### config.mk
export PLATFORM = sky130hd
export DESIGN_NAME = led_mode_ctrl
export DESIGN_NICKNAME = d
export VERILOG_FILES = /design/src/rtl/led_pkg.sv /design/src/rtl/led_ctrl_reg.sv /design/src/rtl/led_prescaler.sv /design/src/rtl/led_wave.sv /design/src/rtl/led_mode_ctrl.sv
export SDC_FILE = /design/constraint.sdc
export NUM_CORES = 1
export LEC_CHECK = 0
export ABC_AREA = 1
export BUFFER_PORTS_ARGS = -buffer_cell sky130_fd_sc_hd__buf_2
export CORE_MARGIN = 4
export CORE_UTILIZATION = 58
export DETAILED_ROUTE_END_ITERATION = 7
export GPL_TIMING_DRIVEN = 0
export PLACE_DENSITY = 0.79
export SKIP_CTS_REPAIR_TIMING = 1
export SLEW_MARGIN = 5
export SYNTH_ARGS = -nofsm -noshare
export SYNTH_HDL_FRONTEND = slang
export SYNTH_SLANG_ARGS = --single-unit
### constraint.sdc
create_clock -name clk_i -period 2.07 [get_ports clk_i]
set_clock_uncertainty 0.2 [all_clocks]
set_input_delay 0.621 -clock clk_i [delete_from_list [all_inputs] [get_ports clk_i]]
set_output_delay 0.621 -clock clk_i [all_outputs]
set_load 0.02 [all_outputs]
### src/rtl/led_pkg.sv
package led_pkg;
  typedef enum logic [1:0] {
    MODE_OFF  = 2'b00,
    MODE_LOW  = 2'b01,
    MODE_FAST = 2'b10,
    MODE_SLOW = 2'b11
  } led_mode_e;

  localparam int unsigned REG_W     = 8;
  localparam int unsigned STORED_W  = 3;
  localparam int unsigned SLOW_DIV  = 4;  // half-second ticks per slow toggle
endpackage

### src/rtl/led_ctrl_reg.sv
module led_ctrl_reg
  import led_pkg::*;
(
  input  logic             clk_i,
  input  logic             rst_ni,
  input  logic             wr_en_i,
  input  logic [REG_W-1:0] wr_data_i,
  output led_mode_e        mode_o,
  output logic             unit_min_o,
  output logic [REG_W-1:0] rd_data_o,
  output logic             restart_o
);
  logic [STORED_W-1:0] ctrl_q;

  always_ff @(posedge clk_i or negedge rst_ni) begin
    if (!rst_ni)      ctrl_q <= '0;
    else if (wr_en_i) ctrl_q <= wr_data_i[STORED_W-1:0];
  end

  assign mode_o     = led_mode_e'(ctrl_q[1:0]);
  assign unit_min_o = ctrl_q[2];
  assign rd_data_o  = {{(REG_W-STORED_W){1'b0}}, ctrl_q};
  // phase restarts only when the mode field actually changes
  assign restart_o  = wr_en_i && (wr_data_i[1:0] != ctrl_q[1:0]);
endmodule

### src/rtl/led_prescaler.sv
module led_prescaler #(
  parameter int unsigned CLK_HZ = 50_000_000
) (
  input  logic clk_i,
  input  logic rst_ni,
  input  logic clr_i,
  output logic tick_o
);
  localparam int unsigned HALF = CLK_HZ / 2;
  localparam int unsigned CW   = (HALF > 1) ? $clog2(HALF) : 1;
  localparam logic [CW-1:0] LAST = CW'(HALF - 1);

  logic [CW-1:0] cnt_q;

  always_ff @(posedge clk_i or negedge rst_ni) begin
    if (!rst_ni)             cnt_q <= '0;
    else if (clr_i)          cnt_q <= '0;
    else if (cnt_q == LAST)  cnt_q <= '0;
    else                     cnt_q <= cnt_q + 1'b1;
  end

  assign tick_o = (cnt_q == LAST) && !clr_i;
endmodule

### src/rtl/led_wave.sv
module led_wave
  import led_pkg::*;
(
  input  logic      clk_i,
  input  logic      rst_ni,
  input  logic      clr_i,
  input  logic      tick_i,
  input  led_mode_e mode_i,
  output logic      led_o,
  output logic      led_oe_o
);
  localparam int unsigned SW = $clog2(SLOW_DIV);

  logic          blink_q;
  logic [SW-1:0] sub_q;

  always_ff @(posedge clk_i or negedge rst_ni) begin
    if (!rst_ni) begin
      blink_q <= 1'b0;
      sub_q   <= '0;
    end else if (clr_i) begin
      blink_q <= 1'b0;
      sub_q   <= '0;
    end else if (tick_i) begin
      sub_q <= sub_q + 1'b1;
      unique case (mode_i)
        MODE_FAST: blink_q <= ~blink_q;
        MODE_SLOW: if (sub_q == SW'(SLOW_DIV - 1)) blink_q <= ~blink_q;
        default:   blink_q <= 1'b0;
      endcase
    end
  end

  assign led_oe_o = (mode_i != MODE_OFF);
  assign led_o    = mode_i[1] & blink_q;
endmodule

### src/rtl/led_mode_ctrl.sv
module led_mode_ctrl
  import led_pkg::*;
#(
  parameter int unsigned CLK_HZ = 50_000_000
) (
  input  logic       clk_i,
  input  logic       rst_ni,
  input  logic       wr_en_i,
  input  logic [7:0] wr_data_i,
  output logic [7:0] rd_data_o,
  output logic       unit_min_o,
  output logic       led_o,
  output logic       led_oe_o
);
  led_mode_e mode;
  logic      restart;
  logic      tick;

  led_ctrl_reg u_reg (
    .clk_i      (clk_i),
    .rst_ni     (rst_ni),
    .wr_en_i    (wr_en_i),
    .wr_data_i  (wr_data_i),
    .mode_o     (mode),
    .unit_min_o (unit_min_o),
    .rd_data_o  (rd_data_o),
    .restart_o  (restart)
  );

  led_prescaler #(.CLK_HZ(CLK_HZ)) u_pre (
    .clk_i  (clk_i),
    .rst_ni (rst_ni),
    .clr_i  (restart),
    .tick_o (tick)
  );

  led_wave u_wave (
    .clk_i    (clk_i),
    .rst_ni   (rst_ni),
    .clr_i    (restart),
    .tick_i   (tick),
    .mode_i   (mode),
    .led_o    (led_o),
    .led_oe_o (led_oe_o)
  );
endmodule

==> flow_metrics.tcl <==
set metrics [dict create \
    max-clock-path-buffers 2 \
    ctsRootBufferMaster "sky130_fd_sc_hd__clkbuf_4" \
    share_clk_of_total_power_pct 28.8 \
    dominant_combinational_cell_family_by_area_after_synthesis "simple AND/OR/NAND/NOR gates" \
    timing.fmax_mhz 532.3 \
    start_util_pct 62.14 \
    worstReg2RegEnd "u_pre.cnt_q[20]$_DFF_PN0_" \
    dieArea_um2 4372 \
    fp.coreArea_um2 3153 \
    first_pass_iters 4 \
    finalHoldViolations 0 \
    tritoncts_num_sinks 31 \
    rsz0062_at_grt "false" \
    synth.top_cells.by_area "sky130_fd_sc_hd__dfrtp_1 40%, sky130_fd_sc_hd__nand2_1 14%, sky130_fd_sc_hd__nor2_1 10%" \
    detailed_place_hpwl_um 2859 \
    htreeDepth 2 \
    synthMuxAreaShare_pct 1.086 \
    tightest_slew_ns 0.6726 \
    netlist-cell-type-count 27 \
    max-slew-margin-rel_pct 55.16 \
    routed_wire_length_per_instance_um 11.10 \
    ys_ff_latch 31 \
    timing.setup.tns_ns 0 \
    grt_first_pass_wirelength_um 6755 \
    synth_sequential_area_ratio_pct 39.59 \
    pwr-share-comb_pct 14.9 \
    synth-adder-area-share_pct 1.277 \
    drt_wl_total_um 3706 \
    synth_compound_area_share_pct 1.533 \
    grt_antenna_before_repair 0 \
    yosysTopAreaCellShare_pct 39.59 \
    pin_count 22 \
    globalRouteOverflowTotal 0 \
    dieWidth_um 66.12 \
    grt_start_max_net_pins 32 \
    antennaDiodeCount 0 \
    report.final.slew_viol_count 0 \
    port-buffer-count 11 \
    timing.reg2reg.worst_path_depth 10 \
    synth_simple_gate_area_share_pct 44.13 \
    finalCriticalPeriod_ns 1.879 \
    first_global_vias 1561 \
    setup_violations 0 \
    layout.nets 302 \
    criticalPathCategory "flip-flop to output port" \
    clk_latency_ns 0.34 \
    part_of_the_power_in_registers_pct 56.3 \
    run_status "finished, final reports clean" \
    syn-mean-instance-area_um2 7.338 \
    power.net_switching_w 0.0003539 \
    post_synth_inst_count 267 \
    power.total_w 0.001185 \
    power-per-cell-area_nw_per_um2 555.2 \
    cts_tree "yes" \
    cts_inserted_buffers 5 \
    timing.reg2reg.setup_slack_ns 0.26 \
    mappedNetlistArea_um2 1959 \
    internal_power_w 0.0008313 \
    ant_nets 0 \
    drive_gt1_share_pct 22.07 \
    floorplan.rows 20 \
    cell_accounting_for_the_most_synthesized_area "sky130_fd_sc_hd__dfrtp_1" \
    r2r_start "u_pre.cnt_q[0]$_DFF_PN0_" \
    vdd.ir_drop.worst_v 0.0004066 \
    drtIter0Drc 70 \
    vias 1614 \
    holdCritPathClass "input pin to async pin" \
    grt.total_usage_pct 20.32 \
    switching_power_as_a_share_of_total_power_pct 29.86 \
    max_cap_violations 0 \
    area_growth_pct 8.940 \
    total_leakage_power_nw 0.9588 \
    type_of_element_launching_the_critical_path "flip-flop" \
    critical_path_arrival_ns 1.06 \
    drc_errors 0 \
    synthXorXnorAreaFrac_pct 3.576 \
    die_h_um 66.12 \
    finalCritPeriodShare_pct 90.76 \
    via_per_inst 4.832 \
    required_ns 1.25 \
    cp-end-kind "output port" \
    clkSlewWorstSetupHoldPaths_ns 0.10 \
    yosysWarnings 0 \
    worst-path-max-fanout 5 \
    finalWeightedCongestion 0.9017 \
]
## kinds of logic (layout without fill, tap and decap cells)
| family | Yosys count | in the layout |
|---|---|---|
| simple gates | 180 | 180 |
| buf+inv | 37 | 56 |
| flops | 31 | 31 |
| xor+xnor | 8 | 8 |
| compound gates | 6 | 6 |
| fa+ha+maj | 2 | 2 |
| mux | 2 | 2 |
| other cells | 1 | 5 |
## worst max path at each step
stage / startpoint / cells after the start / endpoint
3_3_place_gp: wr_data_i[0] / 8 / u_pre.cnt_q[21]$_DFF_PN0_
5_1_grt: u_reg.ctrl_q[1]$_DFFE_PN0P_ / 3 / led_oe_o
3_5_place_dp: wr_data_i[0] / 8 / u_pre.cnt_q[18]$_DFF_PN0_
6_report: u_reg.ctrl_q[1]$_DFFE_PN0P_ / 3 / led_oe_o
2_1_floorplan: u_pre.cnt_q[0]$_DFF_PN0_ / 10 / u_pre.cnt_q[20]$_DFF_PN0_
4_1_cts: u_reg.ctrl_q[1]$_DFFE_PN0P_ / 3 / led_oe_o
## per-layer routing
metal	vias to the layer above	GRT usage, %	wire length (µm)
met1	739	26.45	1860
met5	-	0	0
met4	0	6.091	51
li1	846	-	-
met3	6	5.612	141
met2	23	32.71	1652
## power by group through the flow
stage	clock network [W]	registers [W]	logic [W]
after global placement	0	0.000679	0.000177
after detailed placement	0	0.000679	0.000180
after global routing	0.000384	0.000672	0.000202
final	0.000341	0.000667	0.000177
after floorplan	0	0.000681	0.000125
after CTS	0.000358	0.000668	0.000180
## cells in the mapped netlist
cell type and count:
sky130_fd_sc_hd__inv_1 25, sky130_fd_sc_hd__xnor2_1 3, sky130_fd_sc_hd__nand3b_1 1, sky130_fd_sc_hd__buf_6 1, sky130_fd_sc_hd__ha_1 2, sky130_fd_sc_hd__xor2_1 5, sky130_fd_sc_hd__or2_2 1, sky130_fd_sc_hd__inv_2 5
sky130_fd_sc_hd__nor2_2 7, sky130_fd_sc_hd__mux2i_1 1, sky130_fd_sc_hd__nor2_1 54, sky130_fd_sc_hd__dfrtp_1 31, sky130_fd_sc_hd__o21ai_0 2, sky130_fd_sc_hd__nand2_1 72, sky130_fd_sc_hd__nand4_1 1, sky130_fd_sc_hd__buf_4 6
sky130_fd_sc_hd__nand2_4 1, sky130_fd_sc_hd__nand3_1 10, sky130_fd_sc_hd__a21oi_1 4, sky130_fd_sc_hd__mux2_2 1, sky130_fd_sc_hd__nor3b_1 1, sky130_fd_sc_hd__nor3_2 2, sky130_fd_sc_hd__nor3_1 7, sky130_fd_sc_hd__nor2_4 9
sky130_fd_sc_hd__conb_1 1, sky130_fd_sc_hd__nand2_2 10, sky130_fd_sc_hd__nand3_2 4
## registers in the layout (all words and copies together) (netlist names)
name and cells:
u_wave.sub_q 2, u_wave.blink_q 1, u_pre.cnt_q 25, u_reg.ctrl_q 3
## placed cells by master, fill, tap and decap left out, drive strengths merged
cell     n
nor3     9
nor3b    1
nand3b   1
nand3   14
nor2    70
xnor2    3
clkbuf   7
ha       2
mux2     1
dfrtp   31
o21ai    2
clkinv   1
xor2     5
mux2i    1
a21oi    4
or2      1
buf     18
conb     5
inv     30
nand4    1
nand2   83
## worst max-delay path, cell delays in order (launching register included)
cell and delay (ns):
sky130_fd_sc_hd__dfrtp_1 0.44, sky130_fd_sc_hd__inv_1 0.10, sky130_fd_sc_hd__nand2_1 0.05, sky130_fd_sc_hd__buf_2 0.15
## layout make-up
cell class,instances,area (µm²)
clock buffer,7,45.04
tap,44,55.05
fill,304,1018
multi-input combinational,203,1030
clock inverter,1,5.005
buffer,7,56.30
timing repair buffer,11,55.05
inverter,30,112.6
sequential,31,775.7
## metrics by stage
stage,cell area (µm²),hold WS [ns],utilization (%),setup slack [ns],cells
global placement,2085,0.2624,66.11,0.1985,326
detailed placement,2085,0.2707,66.11,0.1890,326
finish,2135,0.1039,67.70,0.1913,334
global route,2135,0.1503,67.70,0.08886,334
CTS,2135,0.1180,67.70,0.1608,334
floorplan,1974,0.1254,-,0.4514,271
Power figures use the tool's default switching activity.
